File: config.mk
export PLATFORM = sky130hd
export DESIGN_NAME = sdram_bank_tracker
export DESIGN_NICKNAME = d
export VERILOG_FILES = /design/src/rtl/sdram_trk_pkg.sv /design/src/rtl/sdram_cmd_check.sv /design/src/rtl/sdram_bank_fsm.sv /design/src/rtl/sdram_dqm_ctrl.sv /design/src/rtl/sdram_bank_tracker.sv
export SDC_FILE = /design/constraint.sdc
export NUM_CORES = 1
export LEC_CHECK = 0
export BUFFER_PORTS_ARGS = -buffer_cell sky130_fd_sc_hd__buf_2
export CAP_MARGIN = 20
export CELL_PAD_IN_SITES_DETAIL_PLACEMENT = 0
export CELL_PAD_IN_SITES_GLOBAL_PLACEMENT = 1
export CORE_AREA = 2 2 74 111
export DETAILED_ROUTE_END_ITERATION = 8
export DIE_AREA = 0 0 76 113
export GPL_TIMING_DRIVEN = 0
export MAX_ROUTING_LAYER = met4
export PLACE_DENSITY_LB_ADDON = 0.1
export SKIP_CTS_REPAIR_TIMING = 1
export SLEW_MARGIN = 20
export SYNTH_ARGS = -nofsm -noshare
export SYNTH_HDL_FRONTEND = slang
export SYNTH_SLANG_ARGS = --single-unit
File: constraint.sdc
create_clock -name clk_i -period 2.32 [get_ports clk_i]
set_input_delay 0 -clock clk_i [delete_from_list [all_inputs] [get_ports clk_i]]
set_output_delay 0 -clock clk_i [all_outputs]
set_load 0.01 [all_outputs]
File: src/rtl/sdram_trk_pkg.sv
package sdram_trk_pkg;

  typedef enum logic [2:0] {
    BS_IDLE = 3'd0,
    BS_ACT  = 3'd1,
    BS_RD   = 3'd2,
    BS_RDA  = 3'd3,
    BS_WR   = 3'd4,
    BS_WRA  = 3'd5,
    BS_WREC = 3'd6,
    BS_PRE  = 3'd7
  } bank_st_e;

  typedef enum logic [3:0] {
    C_NOP  = 4'd0,
    C_ACT  = 4'd1,
    C_RD   = 4'd2,
    C_WR   = 4'd3,
    C_PRE  = 4'd4,
    C_BST  = 4'd5,
    C_REF  = 4'd6,
    C_LMR  = 4'd7,
    C_SREF = 4'd8
  } cmd_e;

  function automatic logic is_burst(bank_st_e s);
    return (s == BS_RD) || (s == BS_RDA) || (s == BS_WR) || (s == BS_WRA);
  endfunction

endpackage

File: src/rtl/sdram_cmd_check.sv
module sdram_cmd_check
  import sdram_trk_pkg::*;
#(
  parameter int NBANK  = 4,
  parameter int BANK_W = 2
) (
  input  cmd_e                  cmd_i,
  input  logic [BANK_W-1:0]     bank_i,
  input  bank_st_e [NBANK-1:0]  st_i,
  output logic                  legal_o
);

  logic     all_idle;
  bank_st_e tgt;

  always_comb begin
    all_idle = 1'b1;
    for (int i = 0; i < NBANK; i++) begin
      if (st_i[i] != BS_IDLE) all_idle = 1'b0;
    end
  end

  assign tgt = st_i[bank_i];

  always_comb begin
    unique case (cmd_i)
      C_NOP:  legal_o = 1'b1;
      C_ACT:  legal_o = (tgt == BS_IDLE);
      C_RD,
      C_WR:   legal_o = (tgt == BS_ACT) || (tgt == BS_RD) || (tgt == BS_WR);
      C_PRE:  legal_o = (tgt == BS_IDLE) || (tgt == BS_ACT) || (tgt == BS_RD) ||
                        (tgt == BS_WR) || (tgt == BS_PRE);
      C_BST:  legal_o = (tgt == BS_RD) || (tgt == BS_WR);
      C_REF,
      C_LMR,
      C_SREF: legal_o = all_idle;
      default: legal_o = 1'b0;
    endcase
  end

endmodule

File: src/rtl/sdram_bank_fsm.sv
module sdram_bank_fsm
  import sdram_trk_pkg::*;
#(
  parameter int BL  = 4,
  parameter int TWR = 2,
  parameter int TRP = 3,
  parameter int CW  = 3
) (
  input  logic     clk_i,
  input  logic     rst_ni,
  input  logic     legal_i,
  input  cmd_e     cmd_i,
  input  logic     sel_i,
  input  logic     ap_i,
  output bank_st_e st_o
);

  bank_st_e        st_q, st_d;
  logic [CW-1:0]   cnt_q, cnt_d;

  always_comb begin
    st_d  = st_q;
    cnt_d = (cnt_q != '0) ? cnt_q - 1'b1 : '0;
    // timer expiry
    if (cnt_q == CW'(1)) begin
      unique case (st_q)
        BS_RD, BS_WR: st_d = BS_ACT;
        BS_RDA:  begin st_d = BS_PRE;  cnt_d = CW'(TRP); end
        BS_WRA:  begin st_d = BS_WREC; cnt_d = CW'(TWR); end
        BS_WREC: begin st_d = BS_PRE;  cnt_d = CW'(TRP); end
        BS_PRE:  st_d = BS_IDLE;
        default: ;
      endcase
    end
    if (legal_i && sel_i) begin
      unique case (cmd_i)
        C_ACT: st_d = BS_ACT;
        C_RD:  begin st_d = ap_i ? BS_RDA : BS_RD; cnt_d = CW'(BL); end
        C_WR:  begin st_d = ap_i ? BS_WRA : BS_WR; cnt_d = CW'(BL); end
        C_PRE: begin
          if (st_q == BS_ACT || st_q == BS_RD || st_q == BS_WR) begin
            st_d  = BS_PRE;
            cnt_d = CW'(TRP);
          end
        end
        C_BST: begin st_d = BS_ACT; cnt_d = '0; end
        default: ;
      endcase
    end else if (legal_i && (cmd_i == C_RD || cmd_i == C_WR)) begin
      // another bank takes the data bus
      unique case (st_q)
        BS_RD, BS_WR: begin st_d = BS_ACT;  cnt_d = '0; end
        BS_RDA:       begin st_d = BS_PRE;  cnt_d = CW'(TRP); end
        BS_WRA:       begin st_d = BS_WREC; cnt_d = CW'(TWR); end
        default: ;
      endcase
    end
  end

  always_ff @(posedge clk_i or negedge rst_ni) begin
    if (!rst_ni) begin
      st_q  <= BS_IDLE;
      cnt_q <= '0;
    end else begin
      st_q  <= st_d;
      cnt_q <= cnt_d;
    end
  end

  assign st_o = st_q;

  a_r2_idle_exit: assert property (@(posedge clk_i) disable iff (!rst_ni)
    (st_q == BS_IDLE) |=> (st_q inside {BS_IDLE, BS_ACT}));

  a_r8_pre_exit: assert property (@(posedge clk_i) disable iff (!rst_ni)
    (st_q == BS_PRE) |=> (st_q inside {BS_PRE, BS_IDLE}));

  a_r7_wrec_exit: assert property (@(posedge clk_i) disable iff (!rst_ni)
    (st_q == BS_WREC) |=> (st_q inside {BS_WREC, BS_PRE}));

  a_r6_rda_exit: assert property (@(posedge clk_i) disable iff (!rst_ni)
    (st_q == BS_RDA) |=> (st_q inside {BS_RDA, BS_PRE}));

endmodule

File: src/rtl/sdram_dqm_ctrl.sv
module sdram_dqm_ctrl #(
  parameter int CL = 2,
  parameter int BL = 4
) (
  input  logic clk_i,
  input  logic rst_ni,
  input  logic rd_go_i,
  input  logic wr_go_i,
  input  logic ap_i,
  input  logic ahead_i,
  output logic dqm_o
);

  localparam int RW = $clog2(CL + BL + 1);

  logic [RW-1:0] live_q;
  logic          ap_q, s1_q, dqm_q;
  logic          live_now, ap_now;

  assign live_now = rd_go_i || (live_q != '0);
  assign ap_now   = rd_go_i ? ap_i : ap_q;

  always_ff @(posedge clk_i or negedge rst_ni) begin
    if (!rst_ni) begin
      live_q <= '0;
      ap_q   <= 1'b0;
      s1_q   <= 1'b0;
      dqm_q  <= 1'b0;
    end else begin
      if (rd_go_i) begin
        live_q <= RW'(CL + BL);
        ap_q   <= ap_i;
      end else if (wr_go_i) begin
        live_q <= '0;
      end else if (live_q != '0) begin
        live_q <= live_q - 1'b1;
      end
      s1_q  <= ahead_i && live_now;
      // auto-precharge read: mask two cycles ahead of the write, else one
      dqm_q <= (ahead_i && live_now && ap_now) || s1_q;
    end
  end

  assign dqm_o = dqm_q;

  a_r13_dqm_lead: assert property (@(posedge clk_i) disable iff (!rst_ni)
    dqm_q |-> ($past(ahead_i) || $past(ahead_i, 2)));

endmodule

File: src/rtl/sdram_bank_tracker.sv
module sdram_bank_tracker
  import sdram_trk_pkg::*;
#(
  parameter int NBANK = 4,
  parameter int CL    = 2,
  parameter int BL    = 4,
  parameter int TWR   = 2,
  parameter int TRP   = 3,
  localparam int BANK_W = $clog2(NBANK)
) (
  input  logic                  clk_i,
  input  logic                  rst_ni,
  input  logic [3:0]            cmd_i,
  input  logic [BANK_W-1:0]     bank_i,
  input  logic                  auto_pre_i,
  input  logic                  wr_ahead_i,
  output logic [3*NBANK-1:0]    bank_state_o,
  output logic                  illegal_o,
  output logic                  dqm_o
);

  localparam int TMAX = (BL > TWR) ? ((BL > TRP) ? BL : TRP) : ((TWR > TRP) ? TWR : TRP);
  localparam int CW   = $clog2(TMAX + 1);

  cmd_e                 cmd;
  bank_st_e [NBANK-1:0] st;
  logic [NBANK-1:0]     bursting;
  logic                 legal, illegal_q;

  assign cmd = cmd_e'(cmd_i);

  sdram_cmd_check #(.NBANK(NBANK), .BANK_W(BANK_W)) u_check (
    .cmd_i   (cmd),
    .bank_i  (bank_i),
    .st_i    (st),
    .legal_o (legal)
  );

  for (genvar g = 0; g < NBANK; g++) begin : g_bank
    sdram_bank_fsm #(.BL(BL), .TWR(TWR), .TRP(TRP), .CW(CW)) u_fsm (
      .clk_i   (clk_i),
      .rst_ni  (rst_ni),
      .legal_i (legal),
      .cmd_i   (cmd),
      .sel_i   (bank_i == BANK_W'(g)),
      .ap_i    (auto_pre_i),
      .st_o    (st[g])
    );
    assign bursting[g]         = is_burst(st[g]);
    assign bank_state_o[3*g +: 3] = st[g];
  end

  sdram_dqm_ctrl #(.CL(CL), .BL(BL)) u_dqm (
    .clk_i   (clk_i),
    .rst_ni  (rst_ni),
    .rd_go_i (legal && cmd == C_RD),
    .wr_go_i (legal && cmd == C_WR),
    .ap_i    (auto_pre_i),
    .ahead_i (wr_ahead_i),
    .dqm_o   (dqm_o)
  );

  always_ff @(posedge clk_i or negedge rst_ni) begin
    if (!rst_ni) illegal_q <= 1'b0;
    else         illegal_q <= !legal;
  end

  assign illegal_o = illegal_q;

  a_r5_one_burst: assert property (@(posedge clk_i) disable iff (!rst_ni)
    $onehot0(bursting));

  a_r12_nop_clean: assert property (@(posedge clk_i) disable iff (!rst_ni)
    illegal_q |-> ($past(cmd_i) != 4'd0));

endmodule

Word level (Yosys, flattened, before mapping)
Cells that the tools add are included.
W data, S select, Z words.
{"block": "classes", "add_sub_neg": 5, "order_cmp": 1, "eq_ne": 47, "mux": 73, "n_reduce_logical": 52}
{"operator": "$mux W3", "count": 40}
{"operator": "$pmux W3 S3", "count": 12}
{"operator": "$pmux W3 S4", "count": 8}
{"operator": "$eq A3 B3 Y1 const B", "count": 18}
{"operator": "$reduce_bool A3 Y1", "count": 10}
{"operator": "$eq A3 B1 Y1 const B", "count": 9}
{"operator": "$eq A3 B2 Y1 const B", "count": 9}
{"operator": "$pmux W3 S2", "count": 4}
{"operator": "$reduce_or A2 Y1", "count": 10}
{"operator": "$logic_or A1 B1 Y1", "count": 18}
{"operator": "$eq A4 B3 Y1 const B", "count": 4}
{"operator": "$sub A3 B1 Y3 const B", "count": 5}
{"operator": "$logic_and A1 B1 Y1", "count": 9}
{"operator": "$eq A4 B2 Y1 const B", "count": 2}
{"operator": "$mux W1", "count": 7}
{"operator": "$bmux W3 S2", "count": 1}
{"operator": "$pmux W1 S6", "count": 1}
{"operator": "$eq A2 B2 Y1 const B", "count": 2}
{"operator": "$eq A4 B1 Y1 const B", "count": 1}
{"operator": "$eq A4 B4 Y1 const B", "count": 1}
{"operator": "$logic_not A4 Y1", "count": 1}
{"operator": "$logic_not A3 Y1", "count": 1}
{"operator": "$lt A2 B3 Y1 const B", "count": 1}
{"operator": "$reduce_or A3 Y1", "count": 1}
{"operator": "other kinds (3)", "count": 3}
{"block": "totals", "register_bits": 31, "inputBits": 10, "out_inout_bits": 14, "word_cells": 191}

Depth between registers and ports, before layout
{"block": "logic_depth", "ltp_word": 13, "mapped_depth": 9}

Hierarchy
A second synthesis with hierarchy kept.
{"block": "hier_totals", "cells_unflattened": 493, "area_unflattened_um2": 3714.8}
{"module": "sdram_bank_fsm", "n_inst": 4, "cells_per_inst": 108, "area_per_inst_um2": 772.0, "seq_area_each_um2": 150.1}
{"module": "sdram_dqm_ctrl", "n_inst": 1, "cells_per_inst": 24, "area_per_inst_um2": 282.8, "seq_area_each_um2": 150.1}
{"module": "sdram_cmd_check", "n_inst": 1, "cells_per_inst": 27, "area_per_inst_um2": 270.3, "seq_area_each_um2": 0.0}
{"module": "sdram_bank_tracker", "n_inst": 1, "cells_per_inst": 10, "area_per_inst_um2": 73.8, "seq_area_each_um2": 25.0}

Worst setup path before layout
No wires, ideal clock.
{"block": "synth_timing", "path_type": "register to register", "start": "reg g_bank[3].u_fsm.st_q[0]", "end": "reg g_bank[0].u_fsm.cnt_q[1]", "setup_time_ns": 0.087, "arrival_ns": 2.549, "required_time_ns": 2.233, "slack_ns": -0.316, "stages_incl_launch_ff": 9, "n_path_buf": 2, "synth_period_minus_slack_ns": 2.636, "cell_sequence": "dfrtp_1 -> buf_2 -> mux4_2 -> or4_4 -> and3_4 -> a311o_1 -> buf_6 -> mux2i_1 -> a22oi_1"}
{"block": "synth_between", "elab_chain_len": 11}
{"element": "from (decl)", "line_no": "sdram_bank_fsm.sv:18", "text": "bank_st_e st_q, st_d;"}
{"element": "from (signal assigned)", "line_no": "sdram_bank_fsm.sv:65", "text": "st_q <= st_d;"}
{"element": "$bmux W3 S2", "line_no": "sdram_cmd_check.sv:23", "text": "assign tgt = st_i[bank_i];"}
{"element": "$mux W3 (implied by the code)", "line_no": "sdram_cmd_check.sv:23"}
{"element": "$eq A3 B1 Y1 / $logic_not A3 Y1 (equally long branches)", "line_no": "sdram_cmd_check.sv:30, sdram_cmd_check.sv:31, sdram_cmd_check.sv:28"}
{"element": "$logic_or A1 B1 Y1 (3 in series)", "line_no": "sdram_cmd_check.sv:31", "text": "C_PRE: legal_o = (tgt == BS_IDLE) || (tgt == BS_ACT) || (tgt == BS_RD) ||"}
{"element": "$logic_or A1 B1 Y1", "line_no": "sdram_cmd_check.sv:32", "text": "(tgt == BS_WR) || (tgt == BS_PRE);"}
{"element": "$pmux W1 S6 *", "line_no": "sdram_cmd_check.sv:26", "text": "unique case (cmd_i)"}
{"element": "$logic_and A1 B1 Y1", "line_no": "sdram_bank_fsm.sv:49", "text": "end else if (legal_i && (cmd_i == C_RD || cmd_i == C_WR)) begin"}
{"element": "$mux W3", "line_no": "sdram_bank_fsm.sv:49"}
{"element": "$mux W3 *", "line_no": "sdram_bank_fsm.sv:35", "text": "if (legal_i && sel_i) begin"}
{"element": "net g_bank[0].u_fsm.cnt_d[1]", "line_no": "sdram_bank_fsm.sv:19", "text": "logic [CW-1:0] cnt_q, cnt_d;"}
{"element": "to (signal assigned)", "line_no": "sdram_bank_fsm.sv:66", "text": "cnt_q <= cnt_d;"}
{"element": "to (decl)", "line_no": "sdram_bank_fsm.sv:19"}
Mark *: on every way through the listed nets, which the timed path passes. The rest lies on a longest branch. The select of a mux whose other input is x is not followed.
A chain may end at the register's enable or synchronous reset.

Final worst setup path
{"block": "layout_timing", "start": "reg g_bank[2].u_fsm.st_q[0]", "end": "reg g_bank[0].u_fsm.st_q[0]"}
{"block": "layout_between", "elab_chain_len": 11}
{"element": "from (decl)", "line_no": "sdram_bank_fsm.sv:18"}
{"element": "from (signal assigned)", "line_no": "sdram_bank_fsm.sv:65"}
{"element": "$bmux W3 S2", "line_no": "sdram_cmd_check.sv:23"}
{"element": "$mux W3 (implied by the code)", "line_no": "sdram_cmd_check.sv:23"}
{"element": "$eq A3 B1 Y1 / $logic_not A3 Y1 (equally long branches)", "line_no": "sdram_cmd_check.sv:30, sdram_cmd_check.sv:31, sdram_cmd_check.sv:28"}
{"element": "$logic_or A1 B1 Y1 (3 in series)", "line_no": "sdram_cmd_check.sv:31"}
{"element": "$logic_or A1 B1 Y1", "line_no": "sdram_cmd_check.sv:32"}
{"element": "$pmux W1 S6 *", "line_no": "sdram_cmd_check.sv:26"}
{"element": "$logic_and A1 B1 Y1", "line_no": "sdram_bank_fsm.sv:49"}
{"element": "$mux W3", "line_no": "sdram_bank_fsm.sv:49"}
{"element": "$mux W3 *", "line_no": "sdram_bank_fsm.sv:35"}
{"element": "net g_bank[0].u_fsm.st_d[0]", "line_no": "sdram_bank_fsm.sv:18"}
{"element": "to (signal assigned)", "line_no": "sdram_bank_fsm.sv:65"}
{"element": "to (decl)", "line_no": "sdram_bank_fsm.sv:18"}
Marks and branches as above.

==> impl_metrics.ini <==
[yosys]
seq_area_frac_synth_pct = 25.9
async_flop_share_pct = 100
synth-xor-area-share_pct = 2.63
synth.distinct_cells = 65
yosys.area.top_type = dfrtp_1
yosys.area_share.simple_pct = 26.0
synth_edf_count = 0
synthTopCellsByArea = dfrtp_1 (26%), o21ai_0 (6.5%), a21oi_1 (5.0%)
synth_top_family_by_area = compound AO/OA/AOI/OAI gates
yosys_warnings = 0
synth_area_mm2 = 0.00299
synth-compound-area-share_pct = 34.9
synth_area_per_cell_um2 = 7.63
syn_nets = 404
synth_ff_type = dfrtp_1
ys_ff_latch = 31
synth_mux_area_share_pct = 3.30
synth_fa_ha_area_share_pct = 0.836
post-synth-top-area-fraction_pct = 25.9
synthCells = 392
ys_top_cells_by_count = nor2_1 (39), o21ai_0 (39), dfrtp_1 (31), a21oi_1 (30), nand2_1 (25)

[sta]
worst_pin_slew_ns = 0.872
hold_viol = 0
clock_skew_ns = 0.00580
setup_tns_ns = -8.64
fmax_ghz = 0.365
fin_crit_ns = 2.74
finalMaxSlewViolations = 0
slew_headroom_pct = 41.5
post-route-period-util_pct = 118
rsz0062_at_grt = yes
final-setup-viol-count = 29
fin_ws_ns = -0.421

[finish]
drive_gt1_share_pct = 27.1
final_net_count = 462
area_growth_pct = 33.3
antenna_cells = 0

[hold_path]
hold_class = in2reg
hold_depth = 2

[critical_path]
critPathCaptureType = flip-flop
required_ns = 2.49
startpoint_type = flip-flop
arrival_ns = 2.91
critPathMaxFanout = 8
critPathKind = reg2reg
reg2reg_depth = 8

[route]
ant_nets = 0
first_pass_iters = 5
post-route-drc-count = 0
vias = 3339
viasPerCell = 6.04
met1_length_mm = 4.12
route.met2.wl_mm = 5.20
drtIter0Drc = 300
wl_per_cell_um = 18.3
met3_length_um = 419
routed.top_layer = met4
routed_wl_mm = 10.1

[global_routing]
antenna_found_initial = 0
grt-ovfl-total = 0
grt_max_degree = 32
grt_pass1_wl_mm = 15.6
grt_use_total_pct = 23.4
grt_pass1_vias = 3127

[floorplan]
io_pins = 24
coreArea_mm2 = 0.00756
fp.dieW_um = 76
initial_core_util_pct = 39.6
fp.dieH_um = 113
die_area_mm2 = 0.00859
placementRows = 39

[pwr]
power_density_mw_per_mm2 = 896
leakagePower_uw = 0.00160
power.total_uw = 3580
ir_drop_mv = 0.391

[run_status]
status = finished with violations
violations = setup timing

[clock_tree]
htreeDepth = 2
cts_buffers = 5
cts_tree = built
cts_buffer_depth = 2
clock-sinks = 31
insertion_delay_ns = 0.29
cts.clk_slew.worst_paths_ns = 0.06
cts-root-buf = clkbuf_16

[run]
max-cap-violations = 0

[placed_design]
finalWeightedCongestion = 0.894
io_buffers = 20
place_hpwl_mm = 6.67
[cells by family after synthesis]
group,count (synthesis)
compound gates,154
mux,6
fa+ha+maj,2
xor+xnor,9
buf+inv,44
flops,31
simple gates,146
[path summary, 6_finish.rpt]
path | slack (ns) | startpoint | to
worst max register to register | -0.42 | g_bank[2].u_fsm.st_o[0] | g_bank[0].u_fsm.st_o[0]
worst max-delay path | -0.42 | g_bank[2].u_fsm.st_o[0] | g_bank[0].u_fsm.st_o[0]
worst min-delay path | 0.006 | auto_pre_i | u_dqm.ap_q
min in group asynchronous | 0.32 | rst_ni | g_bank[2].u_fsm.cnt_q[2]
max in group asynchronous | 1.48 | rst_ni | g_bank[2].u_fsm.st_o[2]
worst min register to register | 0.46 | u_dqm.s1_q | u_dqm.dqm_o
[critical path, cell delays in order (launching register included)]
cell,delay (ns)
dfrtp_1,0.40
buf_6,0.15
mux4_2,0.57
or4_4,0.46
and3_4,0.18
a311o_1,0.39
buf_4,0.16
buf_6,0.12
a31o_2,0.19
[layout make-up]
type,count,area (um^2)
fillers,730,3570
flip-flops and latches,31,778
well taps,102,128
multi-input cells,317,2290
repair buffers,52,380
inverters,10,37.5
plain buffers,33,223
clock buffers,8,156
[where the power goes]
part	internal (uW)	total, uW	switching (uW)
sequential	681	797	116
clock	457	715	258
combinational	904	2060	1160
[cell usage in the layout, fill, tap and decap left out, types with 9 or more instances in the layout]
cell type	instances
a21oi_1	28
buf_2	20
buf_4	24
buf_6	15
clkbuf_1	19
dfrtp_1	29
inv_1	10
nand2_1	23
nand2b_1	10
nand3_1	10
nor2_1	38
nor3_1	10
o21ai_0	32
xor2_1	9
[state kept, by name, indices dropped and copies added, names as in the netlist]
signal	cells
g_bank.u_fsm.st_o	12
u_dqm.ap_q	1
illegal_o	1
u_dqm.dqm_o	1
u_dqm.s1_q	1
u_dqm.live_q	3
g_bank.u_fsm.cnt_q	12
[per-stage QoR]
step                      setup WS, ns  hold WS (ns)  area, um^2  utilization (%)  std cells
after CTS                       -0.482        -0.175        3420             45.2        522
after floorplan                 -0.269        -0.296        3040                -        392
final                           -0.421       0.00623        3990             52.8        553
after global routing            -0.479       0.00940        3990             52.8        553
after global placement          -0.429         0.110        3260             43.1        514
after detailed placement        -0.454         0.117        3260             43.1        514
[per-layer routing]
layer,GRT usage (%),vias to the layer above
met3,2.95,30
met2,39.3,101
li1,-,1596
met4,12.6,0
met1,27.4,1612
met5,-,-
Power figures use the tool's default switching activity.
